`src/rtl/spi_cmdbuf_pkg.sv`:
```
package spi_cmdbuf_pkg;
  typedef enum logic [3:0] {
    ST_IDLE  = 4'd0,
    ST_GAP   = 4'd1,
    ST_SHIFT = 4'd2,
    ST_DRAIN = 4'd3
  } eng_state_t;

  localparam int REG_CTL    = 0;
  localparam int REG_OUTLEN = 1;
  localparam int REG_INLEN  = 2;
  localparam int REG_MISC   = 3;
  localparam int REG_STAT   = 4;

  localparam int CTL_BUSY = 0;
  localparam int CTL_RDY  = 1;
  localparam int CTL_TRIG = 2;
  localparam int CTL_EN   = 3;
  localparam int CTL_XIO  = 4;

  localparam int MISC_SRST = 28;
endpackage

```
`src/rtl/spi_cmdbuf_mem.sv`:
```
module spi_cmdbuf_mem #(
  parameter int BYTES = 128
) (
  input  logic                     clk,
  input  logic                     rst_n,
  input  logic                     bus_we,
  input  logic [$clog2(BYTES)-3:0] bus_word,
  input  logic [31:0]              bus_wdata,
  output logic [31:0]              bus_rword,
  input  logic                     eng_we,
  input  logic [$clog2(BYTES)-1:0] eng_widx,
  input  logic [7:0]               eng_wdata,
  input  logic [$clog2(BYTES)-1:0] eng_ridx,
  output logic [7:0]               eng_rbyte
);
  localparam int BIDX_W = $clog2(BYTES);
  localparam int WIDX_W = BIDX_W - 2;

  logic [7:0] mem [BYTES];

  // engine byte write wins over a bus word write to the same byte
  always_ff @(posedge clk or negedge rst_n) begin
    if (!rst_n) begin
      for (int b = 0; b < BYTES; b++) mem[b] <= '0;
    end else begin
      for (int b = 0; b < BYTES; b++) begin
        if (eng_we && eng_widx == BIDX_W'(b))
          mem[b] <= eng_wdata;
        else if (bus_we && bus_word == WIDX_W'(b / 4))
          mem[b] <= bus_wdata[8*(b%4) +: 8];
      end
    end
  end

  for (genvar l = 0; l < 4; l++) begin : g_lane
    assign bus_rword[8*l +: 8] = mem[{bus_word, 2'(l)}];
  end

  assign eng_rbyte = mem[eng_ridx];
endmodule

```
`src/rtl/spi_cmdbuf_shift.sv`:
```
module spi_cmdbuf_shift
  import spi_cmdbuf_pkg::*;
#(
  parameter int LEN_W  = 8,
  parameter int BIDX_W = 7
) (
  input  logic              clk,
  input  logic              rst_n,
  input  logic              srst,
  input  logic              start,
  input  logic [LEN_W-1:0]  out_len,
  input  logic [LEN_W-1:0]  in_len,
  input  logic [1:0]        latch_lat,
  input  logic [4:0]        desel_cyc,
  input  logic [7:0]        tx_byte,
  output logic [BIDX_W-1:0] tx_idx,
  output logic              rx_we,
  output logic [BIDX_W-1:0] rx_idx,
  output logic [7:0]        rx_data,
  output logic              done,
  output logic [3:0]        state,
  output logic              sck,
  output logic              cs_n,
  output logic              mosi,
  input  logic              miso
);
  localparam int CNT_W = LEN_W + 4;

  eng_state_t       st;
  logic [LEN_W-1:0] olen, ilen, rx_cnt;
  logic [CNT_W-1:0] bit_cnt, tot_bits, sel_bit;
  logic [LEN_W:0]   sel_byte, len_sum;
  logic             phase, sck_q, cs_q, mosi_q, done_q;
  logic [4:0]       gap;
  logic [2:0]       cap_pipe, rx_bits;
  logic [6:0]       rx_sh;
  logic             strobe, cap, last_bit, mosi_nxt;
  logic [LEN_W-1:0] rx_pos;

  assign len_sum  = {1'b0, out_len} + {1'b0, in_len};
  assign last_bit = (bit_cnt == tot_bits - CNT_W'(1));
  assign sel_bit  = (st == ST_SHIFT) ? bit_cnt + CNT_W'(1) : '0;
  assign sel_byte = sel_bit[CNT_W-1:3];
  assign tx_idx   = sel_byte[BIDX_W-1:0];
  assign mosi_nxt = (sel_byte < {1'b0, olen}) ? tx_byte[3'd7 - sel_bit[2:0]] : 1'b0;

  // capture point: end of the high phase of an input bit, delayed by latch_lat
  assign strobe = (st == ST_SHIFT) && phase && (bit_cnt[CNT_W-1:3] >= {1'b0, olen});
  assign cap    = (latch_lat == 2'd0) ? strobe : cap_pipe[latch_lat - 2'd1];

  assign rx_pos  = olen + rx_cnt;
  assign rx_idx  = rx_pos[BIDX_W-1:0];
  assign rx_we   = cap && (rx_bits == 3'd7);
  assign rx_data = {rx_sh, miso};

  always_ff @(posedge clk or negedge rst_n) begin
    if (!rst_n) begin
      st <= ST_IDLE; olen <= '0; ilen <= '0; rx_cnt <= '0;
      bit_cnt <= '0; tot_bits <= '0; phase <= 1'b0;
      sck_q <= 1'b0; cs_q <= 1'b1; mosi_q <= 1'b0; done_q <= 1'b0;
      gap <= '0; cap_pipe <= '0; rx_bits <= '0; rx_sh <= '0;
    end else if (srst) begin
      st <= ST_IDLE; phase <= 1'b0; sck_q <= 1'b0; cs_q <= 1'b1;
      mosi_q <= 1'b0; done_q <= 1'b0; gap <= '0; cap_pipe <= '0;
      rx_bits <= '0; rx_cnt <= '0;
    end else begin
      done_q   <= 1'b0;
      cap_pipe <= {cap_pipe[1:0], strobe};
      if (cap) begin
        rx_sh   <= {rx_sh[5:0], miso};
        rx_bits <= rx_bits + 3'd1;
        if (rx_bits == 3'd7) rx_cnt <= rx_cnt + LEN_W'(1);
      end
      if (cs_q && gap != 5'd0) gap <= gap - 5'd1;
      case (st)
        ST_IDLE: if (start) begin
          olen     <= out_len;
          ilen     <= in_len;
          tot_bits <= {len_sum, 3'b000};
          rx_cnt   <= '0;
          rx_bits  <= '0;
          if (len_sum == '0) done_q <= 1'b1;
          else               st     <= ST_GAP;
        end
        ST_GAP: if (gap == 5'd0) begin
          st      <= ST_SHIFT;
          cs_q    <= 1'b0;
          sck_q   <= 1'b0;
          phase   <= 1'b0;
          bit_cnt <= '0;
          mosi_q  <= mosi_nxt;
        end
        ST_SHIFT: begin
          if (!phase) begin
            sck_q <= 1'b1;
            phase <= 1'b1;
          end else begin
            sck_q <= 1'b0;
            phase <= 1'b0;
            if (last_bit) begin
              st     <= ST_DRAIN;
              cs_q   <= 1'b1;
              gap    <= desel_cyc;
              mosi_q <= 1'b0;
            end else begin
              bit_cnt <= bit_cnt + CNT_W'(1);
              mosi_q  <= mosi_nxt;
            end
          end
        end
        ST_DRAIN: if (rx_cnt == ilen) begin
          st     <= ST_IDLE;
          done_q <= 1'b1;
        end
        default: st <= ST_IDLE;
      endcase
    end
  end

  assign done  = done_q;
  assign state = st;
  assign sck   = sck_q;
  assign cs_n  = cs_q;
  assign mosi  = mosi_q;
endmodule

```
`src/rtl/spi_cmdbuf_engine.sv`:
```
module spi_cmdbuf_engine
  import spi_cmdbuf_pkg::*;
#(
  parameter int BUF_BYTES = 128,
  parameter int ADDR_W    = 7
) (
  input  logic              clk,
  input  logic              rst_n,
  input  logic              bus_wr,
  input  logic [ADDR_W-1:0] bus_addr,
  input  logic [31:0]       bus_wdata,
  output logic [31:0]       bus_rdata,
  output logic              spi_sck,
  output logic              spi_cs_n,
  output logic              spi_mosi,
  input  logic              spi_miso
);
  localparam int BIDX_W = $clog2(BUF_BYTES);
  localparam int WIDX_W = BIDX_W - 2;
  localparam int LEN_W  = BIDX_W + 1;
  localparam int RIDX_W = ADDR_W - 1;

  logic              buf_sel;
  logic [RIDX_W-1:0] reg_idx;
  logic              wr_ctl, wr_olen, wr_ilen, wr_misc, len_ok, go;
  logic              ctl_en, ctl_xio, rdy, busy, start_q;
  logic [LEN_W-1:0]  out_len, in_len;
  logic              soft_rst;
  logic [1:0]        rd_lat, latch_lat;
  logic [4:0]        desel;
  logic [31:0]       buf_word;
  logic [BIDX_W-1:0] tx_idx, rx_idx;
  logic [7:0]        tx_byte, rx_data;
  logic              rx_we, eng_done;
  logic [3:0]        eng_state;

  assign buf_sel = bus_addr[ADDR_W-1];
  assign reg_idx = bus_addr[RIDX_W-1:0];
  assign wr_ctl  = bus_wr && !buf_sel && reg_idx == RIDX_W'(REG_CTL);
  assign wr_olen = bus_wr && !buf_sel && reg_idx == RIDX_W'(REG_OUTLEN);
  assign wr_ilen = bus_wr && !buf_sel && reg_idx == RIDX_W'(REG_INLEN);
  assign wr_misc = bus_wr && !buf_sel && reg_idx == RIDX_W'(REG_MISC);
  assign len_ok  = ({1'b0, out_len} + {1'b0, in_len}) <= (LEN_W+1)'(BUF_BYTES);
  assign go      = wr_ctl && bus_wdata[CTL_EN] && bus_wdata[CTL_TRIG]
                   && !busy && !soft_rst && len_ok;

  always_ff @(posedge clk or negedge rst_n) begin
    if (!rst_n) begin
      ctl_en <= 1'b0; ctl_xio <= 1'b0; rdy <= 1'b0; busy <= 1'b0;
      start_q <= 1'b0; out_len <= '0; in_len <= '0; soft_rst <= 1'b0;
      rd_lat <= '0; latch_lat <= '0; desel <= '0;
    end else begin
      start_q <= go;
      if (wr_ctl) begin
        ctl_en  <= bus_wdata[CTL_EN];
        ctl_xio <= bus_wdata[CTL_XIO];
        if (!bus_wdata[CTL_EN] && !busy) rdy <= 1'b0;
      end
      if (go) begin
        busy <= 1'b1;
        rdy  <= 1'b0;
      end
      if (start_q)  rdy  <= 1'b1;
      if (eng_done) busy <= 1'b0;
      if (wr_olen) out_len <= bus_wdata[LEN_W-1:0];
      if (wr_ilen) in_len  <= bus_wdata[LEN_W-1:0];
      if (wr_misc) begin
        soft_rst  <= bus_wdata[MISC_SRST];
        rd_lat    <= bus_wdata[26:25];
        latch_lat <= bus_wdata[9:8];
        desel     <= bus_wdata[4:0];
      end
      if (soft_rst) begin
        busy    <= 1'b0;
        rdy     <= 1'b0;
        start_q <= 1'b0;
      end
    end
  end

  always_comb begin
    bus_rdata = '0;
    if (buf_sel) bus_rdata = buf_word;
    else begin
      case (reg_idx)
        RIDX_W'(REG_CTL):    bus_rdata = {27'd0, ctl_xio, ctl_en, 1'b0, rdy, busy};
        RIDX_W'(REG_OUTLEN): bus_rdata = 32'(out_len);
        RIDX_W'(REG_INLEN):  bus_rdata = 32'(in_len);
        RIDX_W'(REG_MISC):   bus_rdata = {3'd0, soft_rst, 1'b0, rd_lat, 15'd0,
                                          latch_lat, 3'd0, desel};
        RIDX_W'(REG_STAT):   bus_rdata = {28'd0, eng_state};
        default:             bus_rdata = '0;
      endcase
    end
  end

  spi_cmdbuf_mem #(.BYTES(BUF_BYTES)) i_mem (
    .clk(clk), .rst_n(rst_n),
    .bus_we(bus_wr && buf_sel), .bus_word(bus_addr[WIDX_W-1:0]),
    .bus_wdata(bus_wdata), .bus_rword(buf_word),
    .eng_we(rx_we), .eng_widx(rx_idx), .eng_wdata(rx_data),
    .eng_ridx(tx_idx), .eng_rbyte(tx_byte)
  );

  spi_cmdbuf_shift #(.LEN_W(LEN_W), .BIDX_W(BIDX_W)) i_shift (
    .clk(clk), .rst_n(rst_n), .srst(soft_rst), .start(start_q),
    .out_len(out_len), .in_len(in_len), .latch_lat(latch_lat),
    .desel_cyc(desel), .tx_byte(tx_byte), .tx_idx(tx_idx),
    .rx_we(rx_we), .rx_idx(rx_idx), .rx_data(rx_data),
    .done(eng_done), .state(eng_state),
    .sck(spi_sck), .cs_n(spi_cs_n), .mosi(spi_mosi), .miso(spi_miso)
  );
endmodule

```
`config.mk`:
```
export PLATFORM = sky130hd
export DESIGN_NAME = spi_cmdbuf_engine
export DESIGN_NICKNAME = d
export VERILOG_FILES = /design/src/rtl/spi_cmdbuf_pkg.sv /design/src/rtl/spi_cmdbuf_mem.sv /design/src/rtl/spi_cmdbuf_shift.sv /design/src/rtl/spi_cmdbuf_engine.sv
export SDC_FILE = /design/constraint.sdc
export NUM_CORES = 2
export LEC_CHECK = 0
export BUFFER_PORTS_ARGS = -buffer_cell sky130_fd_sc_hd__buf_4
export CELL_PAD_IN_SITES_DETAIL_PLACEMENT = 1
export CELL_PAD_IN_SITES_GLOBAL_PLACEMENT = 1
export CORE_MARGIN = 2
export CORE_UTILIZATION = 45
export CTS_CLUSTER_DIAMETER = 200
export DETAILED_ROUTE_END_ITERATION = 8
export PLACE_DENSITY = 0.81
export SLEW_MARGIN = 0
export SYNTH_ARGS = -nofsm -noshare
export SYNTH_HDL_FRONTEND = slang
export SYNTH_SLANG_ARGS = --single-unit
```
`constraint.sdc`:
```
create_clock -name clk -period 4.35 [get_ports clk]
set_input_delay 0.6525 -clock clk [delete_from_list [all_inputs] [get_ports clk]]
set_output_delay 0.6525 -clock clk [all_outputs]
set_load 0.1 [all_outputs]
```
# Yosys cells after proc, flatten, opt, wreduce, memory -nomap -nowiden
# Index checks and enable logic that the tools add are counted.
[op_classes]
add_sub_neg = 9
n_lt_le_gt_ge = 10
eq_ne = 177
muxes = 334
bitwise_logic = 6
reduce_logical = 329
[op_table]
columns = ["cell", "n"]
rows = [
  ["8-bit 2-to-1 mux", 271],
  ["7-bit == test, second input constant", 64],
  ["8-bit binary-select mux with 7-bit select", 5],
  ["2-bit nonzero test", 129],
  ["7-bit by 6-bit == test with 1-bit output, second input constant", 32],
  ["1-bit logical AND", 176],
  ["29-bit one-hot mux with 5 select lines", 1],
  ["7-bit by 5-bit == test with 1-bit output, second input constant", 16],
  ["5-bit == test, second input constant", 16],
  ["7-bit by 4-bit == test with 1-bit output, second input constant", 8],
  ["12-bit 2-to-1 mux", 4],
  ["5-bit by 4-bit == test with 1-bit output, second input constant", 8],
  ["8-bit >= comparator, second input constant", 5],
  ["7-bit inverter with 8-bit output", 5],
  ["32-bit 2-to-1 mux", 1],
  ["7-bit by 3-bit == test with 1-bit output, second input constant", 4],
  ["4-bit 2-to-1 mux", 7],
  ["1-bit 2-to-1 mux", 27],
  ["5-bit 2-to-1 mux", 5],
  ["12-bit one-hot mux with 2 select lines", 1],
  ["5-bit by 3-bit == test with 1-bit output, second input constant", 4],
  ["4-bit one-hot mux with 4 select lines", 1],
  ["3-bit 2-to-1 mux", 5],
  ["7-bit by 2-bit == test with 1-bit output, second input constant", 2],
  ["48 further kinds", 68],
]
[word_totals]
ff_bits = 1126
input_bits = 43
out_inout_bits = 35
word_cells = 1018

# Longest topological paths before layout
[depth]
ltp_word = 13
mapped_depth = 18
depth_no_buf = 13

# Hierarchy
# Synthesis repeated with hierarchy kept, for this count alone.
[unflattened]
cells_unflattened = 6317
hier_area_um2 = 70607.7
[modules_own_cells]
columns = ["module", "instances", "cells_each", "area_per_inst_um2", "seq_area_each_um2"]
rows = [
  ["spi_cmdbuf_mem", 1, 5628, 63688.6, 25624.6],
  ["spi_cmdbuf_shift", 1, 491, 4847.1, 1727.9],
  ["spi_cmdbuf_engine", 1, 198, 2072.0, 775.7],
]

# Worst setup path after synthesis
# OpenSTA, ideal clock, no wires.
[synth_timing]
path_kind = "input -> output"
start = "input bus_addr[0]"
end = "output bus_rdata[0]"
arrival_ps = 4277
required_ps = 3697
slack_ps = -580
path_stages = 7
n_path_buf = 3
path_cell_list = "clkbuf_1 -> buf_1 -> clkbuf_1 -> mux4_2 -> nor2b_1 -> a31oi_1 -> o21ai_0"
[synth_via]
elab_chain_len = 5
word_cells_on_any_way = 11
classes_between = "eq/ne (4); mux (5); bitwise (1); reduce/logical (1)"
[synth_rtl]
columns = ["element", "line", "text"]
rows = [
  ["from (decl)", "spi_cmdbuf_engine.sv:10", "input logic [ADDR_W-1:0] bus_addr,"],
  ["7-bit inverter with 8-bit output (implied by the code)", "spi_cmdbuf_mem.sv:36", "assign bus_rword[8*l +: 8] = mem[{bus_word, 2'(l)}];"],
  ["8-bit binary-select mux with 7-bit select", "spi_cmdbuf_mem.sv:36", ""],
  ["8-bit 2-to-1 mux (implied by the code) (2 in series)", "spi_cmdbuf_mem.sv:36", ""],
  ["32-bit 2-to-1 mux *", "spi_cmdbuf_engine.sv:83", "if (buf_sel) bus_rdata = buf_word;"],
  ["to (decl)", "spi_cmdbuf_engine.sv:12", "output logic [31:0] bus_rdata,"],
]
# Every way passes the cells marked *; elsewhere a longest branch is shown, timed or not. The select of a mux whose other input is x is not followed.

# Final worst setup path
[layout_timing]
start = "input bus_addr[0]"
end = "output bus_rdata[13]"
[layout_via]
elab_chain_len = 5
[layout_rtl]
columns = ["element", "line"]
rows = [
  ["7-bit inverter with 8-bit output (implied by the code)", "spi_cmdbuf_mem.sv:36"],
  ["8-bit binary-select mux with 7-bit select", "spi_cmdbuf_mem.sv:36"],
  ["8-bit 2-to-1 mux (implied by the code) (2 in series)", "spi_cmdbuf_mem.sv:36"],
  ["32-bit 2-to-1 mux", "spi_cmdbuf_engine.sv:83"],
]
# No other way between the ends. The select of a mux whose other input is x is not followed.

==> reports/qor.csv <==
metric,value,unit
finalInstanceArea,85500,sq um
synth_most_common_cell,mux2_2,
synth-main-ff-cell,dfrtp_1,
wl_per_cell,41.8,um
synth_top_area_share,37.6,%
violations,"capacitance limit, slew limit, setup timing",
synth_top_cell_by_area,dfrtp_1,
crit_path_start_kind,primary input,
drc,0,
cts_sinks,1124,
seq_area,28200,sq um
dpl_cell_area,80800,sq um
antenna_found_initial,55,
critPathTopFamily,multiplexers,
final_hold_viol_count,0,
areaGrowthSynthToFinish,14.2,%
synth.distinct_cells,86,
core,165000,sq um
worstPathRequired,3.70,ns
setup.worst_path.end_class,primary output,
grt_max_degree,108,
grt_pass1_vias,64300,
fill_cells,16500,
irDropWorstVdd,0.000284,V
cpMaxStageDelayCell,mux4_2,
crit_fanout,25,
synth_warnings,0,
drv_slew,10,
synth_area_leaders,"dfrtp_1 38%, mux2_2 32%, mux4_2 12%",
drive_above_1_share,54.6,%
p_per_area,404,nW/um^2
syn_area,74800,sq um
gp_congestion,1.06,
root_buffer,clkbuf_16,
viasPerCell,7.28,
ios,78,
rows,149,
power.leakage,0.0374,uW
grt_setup_unrepaired,yes,
die_w,412,um
finalSetupViolations,2,
hpwl,240000,um
arrival,3.73,ns
cts_tree,yes,
port_buffers,77,
critPathKind,primary input to primary output,
cp_num_buf_inv,5,
slew_headroom,-2.53,%
cts_max_level,4,
final_cells,8577,
syn_area_per_cell,12.1,sq um
dp.cells,8313,
ant_nets,0,
total_power,34500,uW
synth.net_count,6258,
cpMostUsedCell,buf_4,
dieHeight,412,um
start_util,45.4,%
cts.path.max_buffers,3,
fin_crit_sh,101,%
layout_setup_ws,-0.0369,ns
drt_iter0_drc,8600,
skew,0.0503,ns
ys_seq_area_share,37.6,%
syn_inst,6174,
clk_pin_slew,0.06,ns
max_freq,228,MHz
yosys-top-cells-count,"2126 x mux2_2, 1123 x dfrtp_1, 649 x nand2_1, 447 x clkbuf_1, 399 x mux4_2",
grt_use_total,41.7,%
min_period,4.39,ns
synth_edf_count,0,
die-area,170000,sq um
cts_made_buffers,135,
synth-seq-cells,1124,
cap_violations,1,
max_stage_delay,0.66,ns
crit_chain,"buf_12, buf_12, buf_4, mux4_2, mux4_2, mux2i_1, buf_4, nor2b_2, buf_4",
clk_latency,0.85,ns
grt_pass1_wl,500000,um
drt-total-wl,358000,um
multiInputGateArea,44500,sq um
nets,6347,
dr.pass1.iters,6,
tightest_slew,1.53,ns
status,finished with violations,
vias,62500,
holdCritPathClass,flop to flop,
grt_remaining_overflow,0,
synthArstFlopShare,100,%
[cell families after synthesis]
| logic type | Yosys count | share of synthesized area, % |
|---|---|---|
| multiplexers | 2624 | 45.3 |
| AND/OR/NAND/NOR | 1228 | 7.89 |
| flip-flops | 1124 | 37.6 |
| buffers and inverters | 645 | 3.56 |
| AO/OA/AOI/OAI | 460 | 4.30 |
| XOR/XNOR | 51 | 0.597 |
| adder cells (fa/ha/maj) | 42 | 0.721 |
[cell type report]
class                   instances  area share (%)
diodes                         23          0.0673
clock buffers                 195            4.60
clock inverters                44           0.670
inverters                      36           0.161
multi-input cells            4406            52.1
flip-flops and latches       1124            32.9
well taps                    2189            3.20
repair buffers                560            6.23
[registers in the layout, summed over array words and instances, names as in the netlist, 5 cells and up]
signal	flops
desel	5
i_mem.mem	1024
i_shift.bit_cnt	12
i_shift.gap	5
i_shift.ilen	8
i_shift.olen	8
i_shift.rx_cnt	8
i_shift.rx_sh	7
i_shift.tot_bits	9
in_len	8
out_len	8
[final timing paths]
path	startpoint	endpoint	slack (ns)	depth (start not counted)
setup / recovery	bus_addr[0]	bus_rdata[13]	-0.04	9
hold / removal	i_shift.done$_DFF_PN0_	busy$_DFFE_PN0P_	0.42	1
setup reg to reg	i_shift.state[0]$_DFFE_PN0P_	i_shift.mosi$_DFFE_PN0P_	0	16
hold reg to reg	i_shift.done$_DFF_PN0_	busy$_DFFE_PN0P_	0.42	1
max in group asynchronous	rst_n	i_mem.mem[53]$_DFFE_PN0P_	2.61	4
min in group asynchronous	rst_n	i_mem.mem[889]$_DFFE_PN0P_	0.48	2
[power by group]
group | leakage [uW] | total (uW) | internal (uW) | switching [uW]
Clock | 0.00221 | 11900 | 6800 | 5100
Sequential | 0.0149 | 13800 | 11900 | 1890
Combinational | 0.0202 | 8830 | 3750 | 5080
[layout by cell type (no fill, tap or decap), types with 16 or more instances in the layout]
master and count:
dfrtp_1 1116, a221oi_1 16, buf_4 468, clkbuf_16 136, a22oi_1 45, clkbuf_1 28
nor3_2 77, mux2i_1 93, xnor2_1 29, nand3_1 188, ha_1 38, buf_12 88
clkbuf_8 31, a311oi_1 31, inv_1 33, nor3_1 51, nand2_1 646, and3_1 24
nor4_1 18, a21o_1 16, xor2_1 18, nor2_1 57, nor2b_1 20, clkinv_2 17
o21ai_0 43, a32oi_1 37, mux2_2 2126, diode_2 23, a21oi_1 105, mux4_2 399
a31oi_1 37, nor2_4 26, a211oi_1 18, nand4_1 28
[routing by layer]
layer	GRT usage [%]	part of all wire, %
met5	0	0.093
met4	29.8	8.9
met3	18.7	15
met2	58.9	41
met1	50.4	35
[timing repair]
action | CTS | global route
gates resized for setup | 9 | 18
hold buffers | 1 | 0
endpoints found under the setup margin | 49 | 155
cloned | 0 | 1
hold endpoints to repair | 43 | 0
buffers inserted | 0 | 0
[metrics by stage]
stage | util (%) | setup TNS, ns | hold WS, ns | worst slack, ns
CTS | 51.7 | 0 | 0.386 | 0.00436
detailed placement | 49.0 | -0.439 | 0.408 | -0.146
floorplan | - | 0 | 0.357 | 0.0342
finish | 51.8 | -0.0390 | 0.419 | -0.0369
global route | 51.8 | -0.00387 | 0.401 | -0.00387
global placement | 49.0 | -0.303 | 0.387 | -0.151
Note: power is estimated with default switching activity, not from simulation.
